**src/rtl/spr_alloc_pkg.sv**
```systemverilog
package spr_alloc_pkg;

  function automatic int binom(input int n, input int k);
    int r;
    r = 1;
    for (int i = 0; i < k; i++) r = r * (n - i) / (i + 1);
    return r;
  endfunction

  // k-th mask with ng ones among s bits, ascending numeric order
  function automatic logic [31:0] order_mask(input int s, input int ng, input int idx);
    int c;
    c = 0;
    for (int m = 0; m < (1 << s); m++) begin
      int p;
      p = 0;
      for (int b = 0; b < s; b++) p += (m >> b) & 1;
      if (p == ng) begin
        if (c == idx) return 32'(m);
        c++;
      end
    end
    return '0;
  endfunction

endpackage

```
**src/rtl/spr_alloc_sub.sv**
```systemverilog
module spr_alloc_sub #(
  parameter int          NG     = 2,
  parameter int          NC     = 4,
  parameter int          BLK_W  = 1,
  parameter int          ADDR_W = 4,
  parameter logic [31:0] ORDER  = 32'h3
) (
  input  logic                      clk_i,
  input  logic                      rst_ni,
  input  logic                      take_i,
  input  logic [BLK_W-1:0]          blk_i,
  input  logic [ADDR_W-1:0]         row_i,
  input  logic [ADDR_W-1:0]         col_i,
  output logic                      fail_o,
  output logic [NG+NC-1:0]          slot_vld_o,
  output logic [(NG+NC)*BLK_W-1:0]  slot_blk_o,
  output logic [(NG+NC)*ADDR_W-1:0] slot_addr_o
);
  localparam int S     = NG + NC;
  localparam int CNT_W = $clog2(S + 1);

  logic [S-1:0]      vld_q;
  logic [BLK_W-1:0]  blk_q  [S];
  logic [ADDR_W-1:0] addr_q [S];
  logic [CNT_W-1:0]  cnt_q;
  logic              fail_q;
  logic              hit;

  always_comb begin
    hit = 1'b0;
    for (int i = 0; i < S; i++) begin
      if (vld_q[i]) begin
        if (ORDER[i]) begin
          if (addr_q[i] == row_i) hit = 1'b1;
        end else if (blk_q[i] == blk_i && addr_q[i] == col_i) begin
          hit = 1'b1;
        end
      end
    end
  end

  always_ff @(posedge clk_i or negedge rst_ni) begin
    if (!rst_ni) begin
      vld_q  <= '0;
      cnt_q  <= '0;
      fail_q <= 1'b0;
      for (int i = 0; i < S; i++) begin
        blk_q[i]  <= '0;
        addr_q[i] <= '0;
      end
    end else if (take_i && !hit && !fail_q) begin
      if (cnt_q == CNT_W'(S)) begin
        fail_q <= 1'b1;
      end else begin
        for (int i = 0; i < S; i++) begin
          if (cnt_q == CNT_W'(i)) begin
            vld_q[i]  <= 1'b1;
            blk_q[i]  <= blk_i;
            addr_q[i] <= ORDER[i] ? row_i : col_i;
          end
        end
        cnt_q <= cnt_q + 1'b1;
      end
    end
  end

  assign fail_o     = fail_q;
  assign slot_vld_o = vld_q;

  for (genvar g = 0; g < S; g++) begin : g_out
    assign slot_blk_o[g*BLK_W +: BLK_W]    = blk_q[g];
    assign slot_addr_o[g*ADDR_W +: ADDR_W] = addr_q[g];
  end

endmodule

```
**src/rtl/spr_alloc_pick.sv**
```systemverilog
module spr_alloc_pick #(
  parameter int NSUB   = 15,
  parameter int S      = 6,
  parameter int BLK_W  = 1,
  parameter int ADDR_W = 4,
  parameter int IDX_W  = 4
) (
  input  logic [NSUB-1:0]          fail_i,
  input  logic [NSUB*S-1:0]        vld_i,
  input  logic [NSUB*S-1:0]        kind_i,
  input  logic [NSUB*S*BLK_W-1:0]  blk_i,
  input  logic [NSUB*S*ADDR_W-1:0] addr_i,
  output logic                     ok_o,
  output logic [IDX_W-1:0]         idx_o,
  output logic [S-1:0]             vld_o,
  output logic [S-1:0]             kind_o,
  output logic [S*BLK_W-1:0]       blk_o,
  output logic [S*ADDR_W-1:0]      addr_o
);
  always_comb begin
    ok_o  = 1'b0;
    idx_o = '0;
    for (int k = NSUB - 1; k >= 0; k--) begin
      if (!fail_i[k]) begin
        ok_o  = 1'b1;
        idx_o = IDX_W'(k);
      end
    end
    if (ok_o) begin
      vld_o  = vld_i[idx_o*S +: S];
      kind_o = kind_i[idx_o*S +: S];
      blk_o  = blk_i[idx_o*S*BLK_W +: S*BLK_W];
      addr_o = addr_i[idx_o*S*ADDR_W +: S*ADDR_W];
    end else begin
      vld_o  = '0;
      kind_o = '0;
      blk_o  = '0;
      addr_o = '0;
    end
  end
endmodule

```
**src/rtl/spr_alloc_top.sv**
```systemverilog
module spr_alloc_top #(
  parameter int NG     = 2,
  parameter int NC     = 4,
  parameter int BLK_W  = 1,
  parameter int ADDR_W = 4,
  localparam int S     = NG + NC,
  localparam int NSUB  = spr_alloc_pkg::binom(S, NG),
  localparam int IDX_W = (NSUB > 1) ? $clog2(NSUB) : 1
) (
  input  logic                  clk_i,
  input  logic                  rst_ni,
  input  logic                  fault_vld_i,
  output logic                  fault_rdy_o,
  input  logic [BLK_W-1:0]      fault_blk_i,
  input  logic [ADDR_W-1:0]     fault_row_i,
  input  logic [ADDR_W-1:0]     fault_col_i,
  input  logic                  eol_i,
  output logic                  done_o,
  output logic                  repair_ok_o,
  output logic [IDX_W-1:0]      sel_idx_o,
  output logic [S-1:0]          alloc_vld_o,
  output logic [S-1:0]          alloc_kind_o,
  output logic [S*BLK_W-1:0]    alloc_blk_o,
  output logic [S*ADDR_W-1:0]   alloc_addr_o
);
  logic fin_q, done_q, take;

  logic [NSUB-1:0]          sub_fail;
  logic [NSUB*S-1:0]        sub_vld, sub_kind;
  logic [NSUB*S*BLK_W-1:0]  sub_blk;
  logic [NSUB*S*ADDR_W-1:0] sub_addr;

  logic                pk_ok;
  logic [IDX_W-1:0]    pk_idx;
  logic [S-1:0]        pk_vld, pk_kind;
  logic [S*BLK_W-1:0]  pk_blk;
  logic [S*ADDR_W-1:0] pk_addr;

  assign fault_rdy_o = !fin_q && !done_q;
  assign take        = fault_vld_i && fault_rdy_o;

  for (genvar k = 0; k < NSUB; k++) begin : g_sub
    localparam logic [31:0] ORD = spr_alloc_pkg::order_mask(S, NG, k);
    assign sub_kind[k*S +: S] = ORD[S-1:0];
    spr_alloc_sub #(
      .NG(NG), .NC(NC), .BLK_W(BLK_W), .ADDR_W(ADDR_W), .ORDER(ORD)
    ) u_sub (
      .clk_i      (clk_i),
      .rst_ni     (rst_ni),
      .take_i     (take),
      .blk_i      (fault_blk_i),
      .row_i      (fault_row_i),
      .col_i      (fault_col_i),
      .fail_o     (sub_fail[k]),
      .slot_vld_o (sub_vld[k*S +: S]),
      .slot_blk_o (sub_blk[k*S*BLK_W +: S*BLK_W]),
      .slot_addr_o(sub_addr[k*S*ADDR_W +: S*ADDR_W])
    );
  end

  spr_alloc_pick #(
    .NSUB(NSUB), .S(S), .BLK_W(BLK_W), .ADDR_W(ADDR_W), .IDX_W(IDX_W)
  ) u_pick (
    .fail_i(sub_fail),
    .vld_i (sub_vld),
    .kind_i(sub_kind),
    .blk_i (sub_blk),
    .addr_i(sub_addr),
    .ok_o  (pk_ok),
    .idx_o (pk_idx),
    .vld_o (pk_vld),
    .kind_o(pk_kind),
    .blk_o (pk_blk),
    .addr_o(pk_addr)
  );

  always_ff @(posedge clk_i or negedge rst_ni) begin
    if (!rst_ni) begin
      fin_q        <= 1'b0;
      done_q       <= 1'b0;
      repair_ok_o  <= 1'b0;
      sel_idx_o    <= '0;
      alloc_vld_o  <= '0;
      alloc_kind_o <= '0;
      alloc_blk_o  <= '0;
      alloc_addr_o <= '0;
    end else begin
      if (eol_i && fault_rdy_o) fin_q <= 1'b1;
      // last fault settles in the same edge as the strobe; results latch one edge later
      if (fin_q && !done_q) begin
        done_q       <= 1'b1;
        repair_ok_o  <= pk_ok;
        sel_idx_o    <= pk_idx;
        alloc_vld_o  <= pk_vld;
        alloc_kind_o <= pk_kind;
        alloc_blk_o  <= pk_blk;
        alloc_addr_o <= pk_addr;
      end
    end
  end

  assign done_o = done_q;

endmodule

```
**config.mk**
```make
export PLATFORM = sky130hd
export DESIGN_NAME = spr_alloc_top
export DESIGN_NICKNAME = d
export VERILOG_FILES = /design/src/rtl/spr_alloc_pkg.sv /design/src/rtl/spr_alloc_sub.sv /design/src/rtl/spr_alloc_pick.sv /design/src/rtl/spr_alloc_top.sv
export SDC_FILE = /design/constraint.sdc
export NUM_CORES = 2
export LEC_CHECK = 0
export BUFFER_PORTS_ARGS = -buffer_cell sky130_fd_sc_hd__buf_2
export CAP_MARGIN = 15
export CORE_ASPECT_RATIO = 0.8
export CORE_MARGIN = 2
export CORE_UTILIZATION = 55
export DETAILED_ROUTE_END_ITERATION = 6
export GPL_TIMING_DRIVEN = 0
export PLACE_DENSITY = 0.67
export SYNTH_ARGS = -nofsm -noshare
export SYNTH_HDL_FRONTEND = slang
export SYNTH_SLANG_ARGS = --single-unit
```
**constraint.sdc**
```tcl
create_clock -name clk_i -period 5.2 [get_ports clk_i]
set_input_delay 1.04 -clock clk_i [delete_from_list [all_inputs] [get_ports clk_i]]
set_output_delay 1.04 -clock clk_i [all_outputs]
set_load 0.005 [all_outputs]
```
# Word level (Yosys, flattened, before mapping)
# Index checks and enable logic that the tools add are counted.
[op_classes]
n_addsub = 15
n_mul = 1
n_eq_ne = 240
shifts = 4
n_mux = 214
bitwise = 15
n_reduce_logical = 261
[ops]
columns = ["operator", "n"]
rows = [
  ["4-bit equality test", 90],
  ["360-bit by 10-bit indexed part select with 24-bit output", 1],
  ["3-bit AND reduction", 90],
  ["1-bit 2-to-1 mux", 195],
  ["90-bit by 8-bit indexed part select with 6-bit output", 2],
  ["3-bit equality test (second input constant)", 45],
  ["1-bit logical AND", 94],
  ["3-bit by 2-bit equality test with 1-bit output (second input constant)", 30],
  ["90-bit by 8-bit indexed part select with 6-bit output (first input constant)", 1],
  ["1-bit equality test", 60],
  ["4-bit 2-to-1 mux", 15],
  ["2-bit AND reduction", 30],
  ["3-bit by 1-bit adder with 3-bit output (second input constant)", 15],
  ["3-bit by 1-bit equality test with 1-bit output (second input constant)", 15],
  ["3-bit logical NOT", 15],
  ["1-bit logical NOT", 32],
  ["24-bit 2-to-1 mux", 1],
  ["6-bit 2-to-1 mux", 3],
  ["1-bit NOT", 15],
  ["4-bit by 2-bit multiplier with 6-bit output (second input constant)", 1],
]
[totals]
reg_bits = 649
input_bits = 13
out_inout_bits = 49
elab_cells = 1058

# Logic depth before layout (Yosys ltp)
[depth]
ltp_word = 18
mapped_depth = 12
depth_no_buf = 9

# By module
# From an unflattened synthesis, not the netlist that was laid out.
[unflattened]
hier_cells = 3431
area_unflattened_um2 = 38952.4
[modules_own_cells]
columns = ["mod", "instances", "cells_per_inst", "area_each_um2", "seq_area_each_um2"]
rows = [
  ["spr_alloc_pick", 1, 1022, 6468.7, 0.0],
  ["spr_alloc_sub (g_sub[6].u_sub ...)", 3, 147, 1923.1, 1001.0],
  ["spr_alloc_sub (g_sub[1].u_sub ...)", 2, 160, 2063.2, 1001.0],
  ["spr_alloc_sub (g_sub[3].u_sub)", 1, 158, 2233.4, 1001.0],
  ["spr_alloc_sub (g_sub[0].u_sub)", 1, 159, 2180.8, 1001.0],
  ["spr_alloc_sub (g_sub[12].u_sub)", 1, 159, 2165.8, 1001.0],
  ["spr_alloc_sub (g_sub[8].u_sub)", 1, 159, 2122.0, 1001.0],
  ["spr_alloc_sub (g_sub[11].u_sub)", 1, 160, 2075.7, 1001.0],
  ["spr_alloc_sub (g_sub[13].u_sub)", 1, 150, 2034.5, 1001.0],
  ["spr_alloc_top", 1, 109, 1993.2, 1226.2],
  ["spr_alloc_sub (g_sub[5].u_sub)", 1, 150, 1988.2, 1001.0],
  ["spr_alloc_sub (g_sub[10].u_sub)", 1, 152, 1938.1, 1001.0],
  ["spr_alloc_sub (g_sub[4].u_sub)", 1, 146, 1930.6, 1001.0],
  ["spr_alloc_sub (g_sub[14].u_sub)", 1, 146, 1925.6, 1001.0],
]

# Worst setup path after synthesis
# No wires, ideal clock.
[synth_timing]
path_kind = "input to register"
startpoint = "input port fault_col_i[1]"
endpoint = "register g_sub[0].u_sub.blk_q, in the netlist g_sub[0].u_sub.slot_blk_o[4]"
setup_time_ps = 125
arrival_ps = 2926
required_ps = 5075
setup_slack_ps = 2149
stages = 11
n_path_buf = 4
path_cell_list = "buf_4 -> buf_12 -> buf_12 -> buf_12 -> xor2_1 -> nor4_1 -> a311oi_1 -> nand4_2 -> nor2_4 -> nand3b_4 -> mux2_4"
[synth_between]
elab_chain_cells = 14
word_cells_on_any_way = 20
cone_classes = "eq/ne: 4; mux: 8; reduce/logical: 8"
[synth_rtl]
columns = ["element", "line_no", "source"]
rows = [
  ["start, declared", "spr_alloc_top.sv:16", "input logic [ADDR_W-1:0] fault_col_i,"],
  ["4-bit equality test", "spr_alloc_sub.sv:35", "end else if (blk_q[i] == blk_i && addr_q[i] == col_i) begin"],
  ["1-bit logical AND", "spr_alloc_sub.sv:35", ""],
  ["1-bit 2-to-1 mux", "spr_alloc_sub.sv:35", ""],
  ["1-bit 2-to-1 mux", "spr_alloc_sub.sv:32", "if (vld_q[i]) begin"],
  ["1-bit 2-to-1 mux", "spr_alloc_sub.sv:35", ""],
  ["1-bit 2-to-1 mux", "spr_alloc_sub.sv:32", ""],
  ["1-bit 2-to-1 mux", "spr_alloc_sub.sv:35", ""],
  ["1-bit 2-to-1 mux", "spr_alloc_sub.sv:32", ""],
  ["1-bit 2-to-1 mux", "spr_alloc_sub.sv:35", ""],
  ["1-bit 2-to-1 mux *", "spr_alloc_sub.sv:32", ""],
  ["1-bit logical NOT *", "spr_alloc_sub.sv:51", "end else if (take_i && !hit && !fail_q) begin"],
  ["1-bit logical AND * (2 in a row)", "spr_alloc_sub.sv:51", ""],
  ["3-bit AND reduction (no source line) *", "-", ""],
  ["end signal, assigned by index", "spr_alloc_sub.sv:58", "blk_q[i] <= blk_i;"],
  ["end, declared", "spr_alloc_sub.sv:23", "logic [BLK_W-1:0] blk_q [S];"],
]
# Mark *: on every way between the ends. The rest lies on a longest branch, timed or not.
# A chain may end at the register's enable or synchronous reset.

# Final worst setup path
[layout_timing]
startpoint = "register g_sub[5].u_sub.fail_q"
endpoint = "register alloc_blk_o[2]"
[layout_between]
elab_chain_cells = 9
word_cells_on_any_way = 15
cone_classes = "mul: 1; shift: 1; mux: 13"
[layout_rtl]
columns = ["element", "line_no", "source"]
rows = [
  ["start, declared", "spr_alloc_sub.sv:26", "logic fail_q;"],
  ["start signal, assigned", "spr_alloc_sub.sv:46", "fail_q <= 1'b0;"],
  ["start signal, assigned", "spr_alloc_sub.sv:53", "fail_q <= 1'b1;"],
  ["4-bit 2-to-1 mux (6 in a row)", "spr_alloc_pick.sv:24", "if (!fail_i[k]) begin"],
  ["4-bit by 2-bit multiplier with 6-bit output", "spr_alloc_pick.sv:32", "blk_o = blk_i[idx_o*S*BLK_W +: S*BLK_W];"],
  ["90-bit by 8-bit indexed part select with 6-bit output", "spr_alloc_pick.sv:32", ""],
  ["6-bit 2-to-1 mux *", "spr_alloc_pick.sv:29", "if (ok_o) begin"],
  ["end signal, assigned", "spr_alloc_top.sv:96", "alloc_blk_o <= pk_blk;"],
  ["end, declared", "spr_alloc_top.sv:23", "output logic [S*BLK_W-1:0] alloc_blk_o,"],
]
# Marked as above.

==> summary.md <==
| Metric | Value |
|---|---|
| Num ports | 62 |
| Top-count cell post-synth | dfrtp_1 |
| Critical path's slowest cell | buf_1 |
| CTS tree | yes |
| Area leader, netlist | dfrtp_1 |
| Wire per inst | 36.0 um |
| Port bufs | 52 |
| Detail Route Antenna Nets | 0 |
| Slew headroom | -1.89% |
| Worst hold slack | 419 ps |
| Top cell type's share of synthesized area | 45.7% |
| Detailed-route DRC error count | 0 |
| R2r setup slk | 100 ps |
| CP cell instances | nand2_1 -> a31oi_1 -> a21oi_1 -> nor2_1 -> inv_2 -> nor2_1 -> buf_2 -> buf_1 -> nand3_1 -> nand4_1 -> o22ai_1 |
| Largest net degree at the start of global routing | 119 |
| Hold bufs inserted after CTS | 0 |
| Hpwl dp | ~120,000 um |
| Top FF cell, synth | dfrtp_1 |
| Final min period | 5100 ps |
| Core area | 64,100 sq um |
| DR iter-0 viols | roughly 4,700 |
| Synth cell types | 58 |
| Routed vias | 29,479 |
| Root buf cell | clkbuf_16 |
| Logic pwr share | slightly below 9% |
| Final instance area | 39,600 sq um |
| Layout cells sized above 1 | 22.1% |
| Post-CTS resize count | 0 |
| Sink Count | 649 |
| Most frequent CP cell | nor2_1 |
| Vias per cell | slightly below 7 |
| Gr busiest metal | met2 |
| Post-synth ARST share | 100% |
| Dominant cells by area after synthesis | dfrtp_1 46%, mux2_2 13%, xor2_1 8.1% |
| Clk network pwr share | 45.2% |
| Synth Register Bits | between 600 and 700 |
| Initial antenna violation count | 10 |
| Crit path arrival time | 5540 ps |
| Number of synthesized flops with an enable pin | 0 |
| Clk_lat worst skew | around 630 ps |
| Clock tree buffer depth | 3 |
| Die ar. | about 67,000 sq um |
| Post-Syn Area per Cell | around 11 sq um |
| Gr usage total | 47.2% |
| Slew @ Worst Pin | 1530 ps |
| Die Height | between 200 and 250 um |
| Die W | 288 um |
| Failing checks | max-capacitance violations, max-slew violations |
| Mapped Nets | approximately 3,400 |
| Leakage power | 19.2 nW |
| Met2 Resource Use GR | 64.1% |
| Crit Path Category | reg -> reg |
| Net Sw Frac | 26.1% |
| Worst ir drop on vdd | 0.000235 V |
| Global route overflow | 0 |
| Seq/Total Area, Yosys | 45.7% |
| Placer congestion estimate | 1.09 |
| Post-Route WL | 157,000 um |
| Worst endpoint required time | ~5600 ps |
| RSZ-0062 raised after global routing | no |
| Final Skew | 23.5 ps |
| Worst path max stage delay | 850 ps |
| DP Area | 37,200 sq um |
| Sequential power share | 46.0% |
| HP Class | in -> async |
| Top cells by count, synth | 649 x dfrtp_1, 538 x nand2_1, 412 x mux2_2, 329 x xor2_1, 177 x nand3_1 |
| Setup violators final | 0 |
| P_int | 8.53 mW |
| Post-Syn Area | ~36,000 sq um |
| Area growth, synth to finish | 11.3% |
| Max Clock Freq | 196 MHz |
| H-tree depth | 3 |
| Rows | 83 |
| Vias in the first global route | ~29,000 |
| DR pass1 iterations | 6 |
| Grt met3 use | between 10% and 20% |
| P_sw | slightly above 3 mW |
| CP Capture Type | register |
| Reported max-cap violation count | 1 |
| Num CTS Buffers | 69 |
| Worst Setup Start Kind | register |
| Warnings from Yosys | 0 |
| Status | finished with violations |
| Final Cycle Share | 98.1% |
| PwrDens | 292 nW/um^2 |
| NumNets Final | ~3,500 |
| CTS clk-pin slew, worst paths | 60 ps |
| Max-slew violation count | 11 |
| Post-Synthesis Cells | 3,316 |
| Met1 GRT Util | a little over three fifths |
| Total setup buffers inserted after CTS | 0 |
| First-pass GRT wire length | ~220,000 um |
| Starting density of the core | 55.5% |
| CP max FO | 10 |
| Final hold vios | 0 |
==> sequential cells by signal (all words and copies together) (netlist names), 4 cells and up <==
register,cells
g_sub.u_sub.cnt_q,45
alloc_vld_o,6
g_sub.u_sub.slot_addr_o,360
g_sub.u_sub.fail_o,15
alloc_kind_o,6
alloc_addr_o,24
alloc_blk_o,6
g_sub.u_sub.slot_blk_o,90
sel_idx_o,4
g_sub.u_sub.slot_vld_o,90
==> cell usage in the layout (no fill, tap or decap), types with 21 or more instances in the layout <==
cell type,synthesis,final
nand2_2,21,21
mux2_4,30,30
nand2b_1,94,94
o22ai_1,28,28
buf_4,29,29
mux2i_1,32,32
ha_1,81,81
mux2_1,24,24
nand4_1,31,31
xnor2_1,105,105
clkbuf_16,0,73
nand2_1,538,538
xor2_1,329,329
nand3_1,177,177
buf_2,31,82
a31oi_1,96,96
dfrtp_1,649,649
a32oi_1,36,36
inv_1,65,65
o21ai_0,55,55
nor4_1,90,90
clkbuf_1,124,133
a21oi_1,43,43
mux2_2,412,412
nor2_1,32,32
==> kinds of logic (layout without fill, tap and decap cells) <==
group                      Yosys count  count (layout)  share of synthesized area, %
DFF                                649             649                          45.7
muxes                              498             498                          16.0
adders and majority gates           81              81                          2.85
buffers and inverters              276             463                          3.96
xor gates and xnor gates           435             435                          10.7
other                                0               5                             0
AOI/OAI and AO/OA                  338             338                          6.33
and+or+nand+nor                   1039            1039                          14.5
==> path summary, 6_finish.rpt <==
kind	start	to	depth (start not counted)
min	rst_ni	g_sub[11].u_sub.cnt_q[0]	1
max reg2reg	g_sub[5].u_sub.fail_o	alloc_blk_o[2]	11
max	g_sub[5].u_sub.fail_o	alloc_blk_o[2]	11
min in group clk_i	alloc_kind_o[5]	alloc_kind_o[5]	2
max in group asynchronous	rst_ni	g_sub[6].u_sub.cnt_q[2]	3
min reg2reg	alloc_kind_o[5]	alloc_kind_o[5]	2
==> layout make-up <==
type | instances | area, sq um
tap | 850 | 1060
sequential | 649 | 16200
inverter | 67 | 251
fill | 5251 | 24500
multi-input combinational | 2391 | 17900
clock inverter | 23 | 272
clock buffer | 96 | 2040
timing repair buffer | 68 | 623
antenna | 5 | 12.5
buffer | 209 | 1160
==> stage by stage <==
step	TNS [ps]	utilization, %	worst slack [ps]	total power, mW	std cells
CTS	0	61.6	419	11.5	4349
global route	0	61.7	226	11.8	4353
detailed placement	0	58.0	465	6.36	4230
floorplan	0	-	2150	5.86	3316
global placement	-6663260	57.6	-10420	6.29	4218
finish	0	61.8	96.2	11.5	4358
==> metal layers <==
layer  share of wire (%)  up-vias  routed length, um
met4                 8.3        8              13000
met2                  40     2323              62500
li1                    -    11766                  -
met3                  14      583              21600
met5               0.035        -                 55
met1                  38    14799              59900
==> power by group through the flow <==
stage               Clock (mW)  Sequential (mW)  Combinational [mW]
floorplan                    0             5.35               0.510
global placement             0             5.39               0.899
detailed placement           0             5.40               0.959
CTS                       5.20             5.31               0.965
global route              5.40             5.32                1.05
finish                    5.22             5.31                1.01
==> worst max-delay path: cells and delay by family (launching register included) <==
kind,cells,cell delay (ps)
buffers and inverters,3,1510
and+or+nand+nor,5,2190
DFF,1,710
AOI/OAI and AO/OA,3,500
Note: power is estimated with default switching activity, not from simulation.
